<file path="src/rtl/ssc_pkg.sv">
package ssc_pkg;

    typedef enum logic {
        PH_CHARGE = 1'b0,
        PH_NOCHG  = 1'b1
    } phase_e;

    typedef enum logic [1:0] {
        DM_PRBS   = 2'd0,
        DM_UPDOWN = 2'd1,
        DM_FIXED  = 2'd2,
        DM_SPARE  = 2'd3
    } dither_mode_e;

    localparam int UD_REPEAT_CAP = 6;
    localparam int PRBS_MIN_LEN  = 2;

    // Feedback tap mask for a maximal-length XOR register of n bits.
    // Bit k-1 of the result is set when stage k feeds back.
    function automatic logic [15:0] prbs_taps(input logic [3:0] n);
        logic [15:0] t;
        case (n)
            4'd2:    t = 16'h0003;
            4'd3:    t = 16'h0006;
            4'd4:    t = 16'h000C;
            4'd5:    t = 16'h0014;
            4'd6:    t = 16'h0030;
            4'd7:    t = 16'h0060;
            4'd8:    t = 16'h00B8;
            4'd9:    t = 16'h0110;
            4'd10:   t = 16'h0240;
            4'd11:   t = 16'h0500;
            4'd12:   t = 16'h0829;
            4'd13:   t = 16'h100D;
            4'd14:   t = 16'h2015;
            4'd15:   t = 16'h6000;
            default: t = 16'h0003;
        endcase
        return t;
    endfunction

endpackage

</file>
<file path="src/rtl/ssc_prescaler.sv">
module ssc_prescaler #(
    parameter int DIV_W = 8
) (
    input  logic             clk,
    input  logic             rst_n,
    input  logic             clr,
    input  logic [DIV_W-1:0] div,
    output logic             tick
);
    logic [DIV_W-1:0] cnt_d, cnt_q;

    always_comb begin
        tick = !clr && (cnt_q >= div);
        if (clr || tick) begin
            cnt_d = '0;
        end else begin
            cnt_d = cnt_q + 1'b1;
        end
    end

    always_ff @(posedge clk or negedge rst_n) begin
        if (!rst_n) begin
            cnt_q <= '0;
        end else begin
            cnt_q <= cnt_d;
        end
    end
endmodule

</file>
<file path="src/rtl/ssc_prbs.sv">
module ssc_prbs
    import ssc_pkg::*;
#(
    parameter int ST_W  = 16,
    parameter int LEN_W = 4
) (
    input  logic             clk,
    input  logic             rst_n,
    input  logic             clr,
    input  logic             adv,
    input  logic [LEN_W-1:0] len_code,
    input  logic [ST_W-1:0]  seed,
    input  logic [ST_W-1:0]  weight,
    output logic [ST_W-1:0]  ext
);
    logic [ST_W-1:0]  st_d, st_q;
    logic [LEN_W-1:0] eff_len;
    logic [ST_W-1:0]  len_mask;
    logic [ST_W-1:0]  taps;
    logic [ST_W-1:0]  seed_m;
    logic [ST_W-1:0]  load_val;
    logic [ST_W-1:0]  shifted;
    logic             fb;

    always_comb begin
        // Length codes below the minimum act as the minimum length.
        eff_len = (int'(len_code) < PRBS_MIN_LEN) ? LEN_W'(PRBS_MIN_LEN) : len_code;
        for (int i = 0; i < ST_W; i++) begin
            len_mask[i] = (i < int'(eff_len));
        end
        taps     = ST_W'(prbs_taps(eff_len[3:0]));
        seed_m   = seed & len_mask;
        load_val = (seed_m == '0) ? ST_W'(1) : seed_m;
        fb       = ^(st_q & taps);
        shifted  = ({st_q[ST_W-2:0], fb}) & len_mask;

        if (clr) begin
            st_d = load_val;
        end else if (adv) begin
            st_d = shifted;
        end else begin
            st_d = st_q;
        end
        ext = st_q & weight;
    end

    always_ff @(posedge clk or negedge rst_n) begin
        if (!rst_n) begin
            st_q <= ST_W'(1);
        end else begin
            st_q <= st_d;
        end
    end
endmodule

</file>
<file path="src/rtl/ssc_updown.sv">
module ssc_updown
    import ssc_pkg::*;
#(
    parameter int VAL_W  = 6,
    parameter int STEP_W = 3,
    parameter int REP_W  = 5,
    parameter int MIN_W  = 4
) (
    input  logic              clk,
    input  logic              rst_n,
    input  logic              clr,
    input  logic              adv,
    input  logic [REP_W-1:0]  rep,
    input  logic [STEP_W-1:0] step,
    input  logic [MIN_W-1:0]  min_code,
    input  logic [VAL_W-1:0]  max_code,
    output logic [VAL_W-1:0]  ext
);
    typedef struct packed {
        logic [VAL_W-1:0] val;
        logic             down;
        logic [REP_W-1:0] rc;
    } ud_state_t;

    ud_state_t        s_d, s_q;
    logic [VAL_W-1:0] lo, hi;
    logic [REP_W-1:0] rep_eff;
    logic [VAL_W:0]   up_sum;
    logic [VAL_W:0]   lo_plus;

    always_comb begin
        lo      = VAL_W'(min_code);
        hi      = (max_code < lo) ? lo : max_code;
        rep_eff = (int'(rep) > UD_REPEAT_CAP) ? REP_W'(UD_REPEAT_CAP) : rep;
        up_sum  = {1'b0, s_q.val} + (VAL_W+1)'(step);
        lo_plus = {1'b0, lo} + (VAL_W+1)'(step);

        s_d = s_q;
        if (clr) begin
            s_d.val  = lo;
            s_d.down = 1'b0;
            s_d.rc   = '0;
        end else if (adv) begin
            if (s_q.rc >= rep_eff) begin
                s_d.rc = '0;
                if (!s_q.down) begin
                    if (up_sum >= {1'b0, hi}) begin
                        s_d.val  = hi;
                        s_d.down = 1'b1;
                    end else begin
                        s_d.val = up_sum[VAL_W-1:0];
                    end
                end else begin
                    if ({1'b0, s_q.val} <= lo_plus) begin
                        s_d.val  = lo;
                        s_d.down = 1'b0;
                    end else begin
                        s_d.val = s_q.val - VAL_W'(step);
                    end
                end
            end else begin
                s_d.rc = s_q.rc + 1'b1;
            end
        end
        ext = s_q.val;
    end

    always_ff @(posedge clk or negedge rst_n) begin
        if (!rst_n) begin
            s_q <= '0;
        end else begin
            s_q <= s_d;
        end
    end
endmodule

</file>
<file path="src/rtl/ssc_phase_seq.sv">
module ssc_phase_seq
    import ssc_pkg::*;
#(
    parameter int CHG_W  = 4,
    parameter int BASE_W = 4,
    parameter int EXT_W  = 16,
    parameter int TERM_W = EXT_W + 1
) (
    input  logic              clk,
    input  logic              rst_n,
    input  logic              clr,
    input  logic              tick,
    input  logic [CHG_W-1:0]  chg_len,
    input  logic [BASE_W-1:0] base_len,
    input  logic [EXT_W-1:0]  ext,
    output logic              raw,
    output logic              chg_done
);
    typedef struct packed {
        phase_e            phase;
        logic [TERM_W-1:0] cnt;
        logic [TERM_W-1:0] term;
    } seq_state_t;

    seq_state_t s_d, s_q;

    always_comb begin
        s_d      = s_q;
        chg_done = 1'b0;
        if (clr) begin
            s_d.phase = PH_CHARGE;
            s_d.cnt   = '0;
            s_d.term  = '0;
        end else if (tick) begin
            case (s_q.phase)
                PH_CHARGE: begin
                    if (s_q.cnt == TERM_W'(chg_len)) begin
                        // Terminal count of the coming no-charge phase is frozen here.
                        s_d.phase = PH_NOCHG;
                        s_d.cnt   = '0;
                        s_d.term  = TERM_W'(base_len) + TERM_W'(ext);
                        chg_done  = 1'b1;
                    end else begin
                        s_d.cnt = s_q.cnt + 1'b1;
                    end
                end
                default: begin
                    if (s_q.cnt == s_q.term) begin
                        s_d.phase = PH_CHARGE;
                        s_d.cnt   = '0;
                    end else begin
                        s_d.cnt = s_q.cnt + 1'b1;
                    end
                end
            endcase
        end
        raw = (s_q.phase == PH_NOCHG);
    end

    always_ff @(posedge clk or negedge rst_n) begin
        if (!rst_n) begin
            s_q <= '{phase: PH_CHARGE, cnt: '0, term: '0};
        end else begin
            s_q <= s_d;
        end
    end
endmodule

</file>
<file path="src/rtl/ssc_pulse_gen.sv">
module ssc_pulse_gen
    import ssc_pkg::*;
#(
    parameter int PRE_W  = 8,
    parameter int CHG_W  = 4,
    parameter int BASE_W = 4,
    parameter int PLEN_W = 4,
    parameter int SEED_W = 16,
    parameter int REP_W  = 5,
    parameter int STEP_W = 3,
    parameter int MIN_W  = 4,
    parameter int UD_W   = 6
) (
    input  logic              clk,
    input  logic              rst_n,
    input  logic              en,
    input  logic [PRE_W-1:0]  prescale,
    input  logic [CHG_W-1:0]  chg_len,
    input  logic [BASE_W-1:0] base_len,
    input  logic [1:0]        mode,
    input  logic              invert,
    input  logic [PLEN_W-1:0] prbs_len,
    input  logic [SEED_W-1:0] prbs_seed,
    input  logic [SEED_W-1:0] prbs_weight,
    input  logic [REP_W-1:0]  ud_repeat,
    input  logic [STEP_W-1:0] ud_step,
    input  logic [MIN_W-1:0]  ud_min,
    input  logic [UD_W-1:0]   ud_max,
    output logic              ctrl_bit,
    output logic              dither_on
);
    localparam int EXT_W  = (SEED_W > UD_W) ? SEED_W : UD_W;
    localparam int TERM_W = EXT_W + 1;

    logic              clr;
    logic              tick;
    logic              chg_done;
    logic              raw;
    logic [SEED_W-1:0] prbs_ext;
    logic [UD_W-1:0]   ud_ext;
    logic [EXT_W-1:0]  ext_sel;
    dither_mode_e      mode_e;

    assign clr    = !en;
    assign mode_e = dither_mode_e'(mode);

    ssc_prescaler #(.DIV_W(PRE_W)) u_presc (
        .clk   (clk),
        .rst_n (rst_n),
        .clr   (clr),
        .div   (prescale),
        .tick  (tick)
    );

    ssc_prbs #(.ST_W(SEED_W), .LEN_W(PLEN_W)) u_prbs (
        .clk      (clk),
        .rst_n    (rst_n),
        .clr      (clr),
        .adv      (chg_done),
        .len_code (prbs_len),
        .seed     (prbs_seed),
        .weight   (prbs_weight),
        .ext      (prbs_ext)
    );

    ssc_updown #(.VAL_W(UD_W), .STEP_W(STEP_W), .REP_W(REP_W), .MIN_W(MIN_W)) u_updown (
        .clk      (clk),
        .rst_n    (rst_n),
        .clr      (clr),
        .adv      (chg_done),
        .rep      (ud_repeat),
        .step     (ud_step),
        .min_code (ud_min),
        .max_code (ud_max),
        .ext      (ud_ext)
    );

    always_comb begin
        case (mode_e)
            DM_PRBS:   ext_sel = EXT_W'(prbs_ext);
            DM_UPDOWN: ext_sel = EXT_W'(ud_ext);
            default:   ext_sel = '0;
        endcase
    end

    ssc_phase_seq #(.CHG_W(CHG_W), .BASE_W(BASE_W), .EXT_W(EXT_W), .TERM_W(TERM_W)) u_seq (
        .clk      (clk),
        .rst_n    (rst_n),
        .clr      (clr),
        .tick     (tick),
        .chg_len  (chg_len),
        .base_len (base_len),
        .ext      (ext_sel),
        .raw      (raw),
        .chg_done (chg_done)
    );

    assign ctrl_bit  = raw ^ invert;
    assign dither_on = en && ((mode_e == DM_PRBS) || (mode_e == DM_UPDOWN));
endmodule

</file>
<file path="config.mk">
export PLATFORM = sky130hd
export DESIGN_NAME = ssc_pulse_gen
export DESIGN_NICKNAME = d
export VERILOG_FILES = /design/src/rtl/ssc_pkg.sv /design/src/rtl/ssc_prescaler.sv /design/src/rtl/ssc_prbs.sv /design/src/rtl/ssc_updown.sv /design/src/rtl/ssc_phase_seq.sv /design/src/rtl/ssc_pulse_gen.sv
export SDC_FILE = /design/constraint.sdc
export NUM_CORES = 1
export LEC_CHECK = 0
export ABC_AREA = 1
export BUFFER_PORTS_ARGS = -buffer_cell sky130_fd_sc_hd__buf_2
export CAP_MARGIN = 20
export CORE_UTILIZATION = 60
export CTS_CLUSTER_DIAMETER = 200
export DETAILED_ROUTE_END_ITERATION = 7
export PLACE_DENSITY = 0.86
export REMOVE_ABC_BUFFERS = 1
export SYNTH_ARGS = -nofsm -noshare
export SYNTH_HDL_FRONTEND = slang
export SYNTH_SLANG_ARGS = --single-unit
</file>
<file path="constraint.sdc">
create_clock -name clk -period 3.86 [get_ports clk]
set_input_delay 0 -clock clk [delete_from_list [all_inputs] [get_ports clk]]
set_output_delay 0 -clock clk [all_outputs]
set_load 0.05 [all_outputs]
</file>
==> results.toml <==
[logic_synthesis]
synth_cells = 923
async_flop_share = 1.000
yosys_warnings = 0
syn_area_um2 = 6212
yosys_most_used_dff = "dfrtp_1"
yosysMostFrequentCell = "nand2_1"
seq_area_frac_synth = 0.2781
synth_edf_count = 0
ys_ff_latch = 69
synth_commonest_cells = "247 x nand2_1, 139 x inv_1, 74 x nand3_1"
ys_types = 47
yosysTopAreaCellShare = 0.2739
synth_largest_area_cell = "dfrtp_1"
synth.avg_cell_area_um2 = 6.730
synth_area_leaders = "dfrtp_1 27%, nand2_1 15%, ha_1 9.7%, inv_1 8.4%, nand3_1 6.0%"

[setup_path]
cp.arrival_ns = 3.40
cp-start-kind = "flip-flop"
path_max_fanout = 8
max_stage_delay_ns = 0.48
cpMostUsedCell = "nand2_1"
worstSetupEndpointType = "flip-flop"
required_ns = 4.12
path_class = "reg2reg"
cpMaxStageDelayCell = "o31ai_1"
path_cells = "ha_1, o31ai_1, xor2_1, inv_1, ha_1, nand2_1, inv_1, nand2_1, nand2_1, nand2_1, nand3_1, inv_1, o21ai_0, nand3_1, nand2_1, nand2_1, nand2_1"

[sta]
maxSlewViolCount = 0
setup_viol = 0
hold_viol = 0
rsz0062_at_grt = "false"
post-route-period-util = 0.8116
fin_worst_skew_ns = 0.01081
max_freq_ghz = 0.3192
finalCriticalPeriod_ns = 3.133
tns_ns = 0
tightest_slew_ns = 0.8069
max_slew_margin = 0.4620

[clocking]
clock_latency_ns = 0.37
cts_tree = "built"
h-tree-depth = 3
root_buffer = "clkbuf_8"
cts_buffer_depth = 2
postCtsHoldBufs = 3
post_cts_buffers = 0
cts_sinks = 69
cts_buffers = 9
post_cts.resized_instances = 0
clk_pin_slew_ns = 0.08

[placed_design]
gp_congestion = 0.9919
hpwl_um = 11900
dp.cells = 1110
portBuffers = 75

[floorplanning]
io_pins = 78
rows = 36
fp.dieH_um = 103.8
dieWidth_um = 103.8
initial_core_util = 0.6269
fp.coreArea_um2 = 9910
dieArea_um2 = 10770

[power]
max-vdd-ir-drop_uv = 264.8
leakagePower_uw = 0.003527
power_density_nw_per_um2 = 349.0
p_total_uw = 2385

[hold_path]
min_path_type = "in2reg"

[drt]
drt-wirelength-per-cell_um = 13.54
drtAntennaViolNets = 0
dr.pass1.iters = 5
detail_route.vias_per_cell = 5.500
routed_wl_um = 15290
drt_iter0_drc = 368
route.detailed.drc = 0
routed-via-count = 6210

[global_route]
antenna_found_initial = 0
grt_pass1_vias = 5870
grt_max_degree = 36
grt_pass1_wl_um = 26630
grt_use_total = 0.3048
gr-total-overflow = 0

[final_layout]
seq_area_um2 = 1728
multiInputGateArea_um2 = 3800
layout-drive-gt1-share = 0.1165
nFillCells = 931
final_cells = 1129
layout.nets = 1119
antenna_cells = 0
post-route-util = 0.6895
area_delta_synth_final_pct = 9.990

[flow_run]
cap_violations = 0

[run_status]
status = "complete, no violations"
-- path summary, 6_finish.rpt --
kind / slack [ns] / depth (start not counted) / start / end
max: 0.73 / 17 / u_updown.ext[2] / u_updown.ext[2]
min: 0.01 / 5 / prbs_seed[9] / u_prbs.st_q[9]
max reg2reg: 0.73 / 17 / u_updown.ext[2] / u_updown.ext[2]
min reg2reg: 0.50 / 1 / u_presc.cnt_q[0] / u_presc.cnt_q[0]
max in group asynchronous: 2.62 / 3 / rst_n / u_prbs.st_q[0]
min in group asynchronous: 0.26 / 2 / rst_n / u_presc.cnt_q[2]
-- layout by cell type, fill, tap and decap left out, types with 31 or more instances in the layout --
| cell type | n |
|---|---|
| nand3_1 | 74 |
| buf_2 | 75 |
| nor2_1 | 73 |
| xor2_1 | 32 |
| ha_1 | 48 |
| a21oi_1 | 31 |
| nand2_1 | 247 |
| inv_1 | 139 |
| dfrtp_1 | 68 |
| o21ai_0 | 58 |
-- kinds of logic after synthesis --
group / Yosys count / share of synthesized area
other cells: 1 / 0.0006037
buf+inv: 166 / 0.1108
fa+ha+maj: 52 / 0.1096
flops: 69 / 0.2781
simple gates: 459 / 0.3208
compound gates: 133 / 0.1194
xor+xnor: 43 / 0.06062
-- per-stage QoR --
step                      setup slack [ns]  hold slack [ns]  cell area, um^2
after floorplan                      1.161          -0.2956             6061
final                               0.7273          0.01178             6833
after CTS                           0.7603         0.002276             6833
after global placement              0.8547           0.1247             6618
after detailed placement            0.7957           0.1327             6618
after global routing                0.4087          0.01955             6833
-- layout make-up --
class / count / area share
Multi-Input combinational cell: 689 / 0.5561
Sequential cell: 69 / 0.2529
Inverter: 142 / 0.07801
Timing Repair Buffer: 80 / 0.06153
Tap cell: 133 / 0.02435
Clock buffer: 11 / 0.02216
Clock inverter: 5 / 0.004944
-- routing by layer --
metal | GRT usage | vias to the layer above | share of wire | wire length [um]
met1 | 0.3992 | 2821 | 0.44 | 6687
met4 | 0.1061 | 0 | 0.026 | 394
met5 | 0 | - | 0 | 0
met2 | 0.5048 | 227 | 0.47 | 7127
li1 | - | 3126 | - | -
met3 | 0.05727 | 36 | 0.070 | 1076
-- state kept, by name (all words and copies together), names as in the netlist --
register	cells
u_seq.raw	1
u_presc.cnt_q	8
u_prbs.st_q	15
u_updown.ext	6
u_seq.s_q	33
u_updown.s_q	6
-- report_power, final --
part / internal, uW / switching, uW / total [uW]
registers: 780 / 82.8 / 862
clock network: 268 / 300 / 568
logic: 360 / 595 / 955
total: 1410 / 978 / 2380
-- worst max-delay path: cells and delay by family (launching register included) --
| kind | cells | cell delay, ns |
|---|---|---|
| AO/OA/AOI/OAI | 2 | 0.59 |
| XOR/XNOR | 1 | 0.23 |
| adder cells (fa/ha/maj) | 2 | 0.68 |
| buffers and inverters | 3 | 0.33 |
| flip-flops | 1 | 0.46 |
| AND/OR/NAND/NOR | 9 | 0.73 |
No activity file was read; power rests on OpenSTA's default activity.
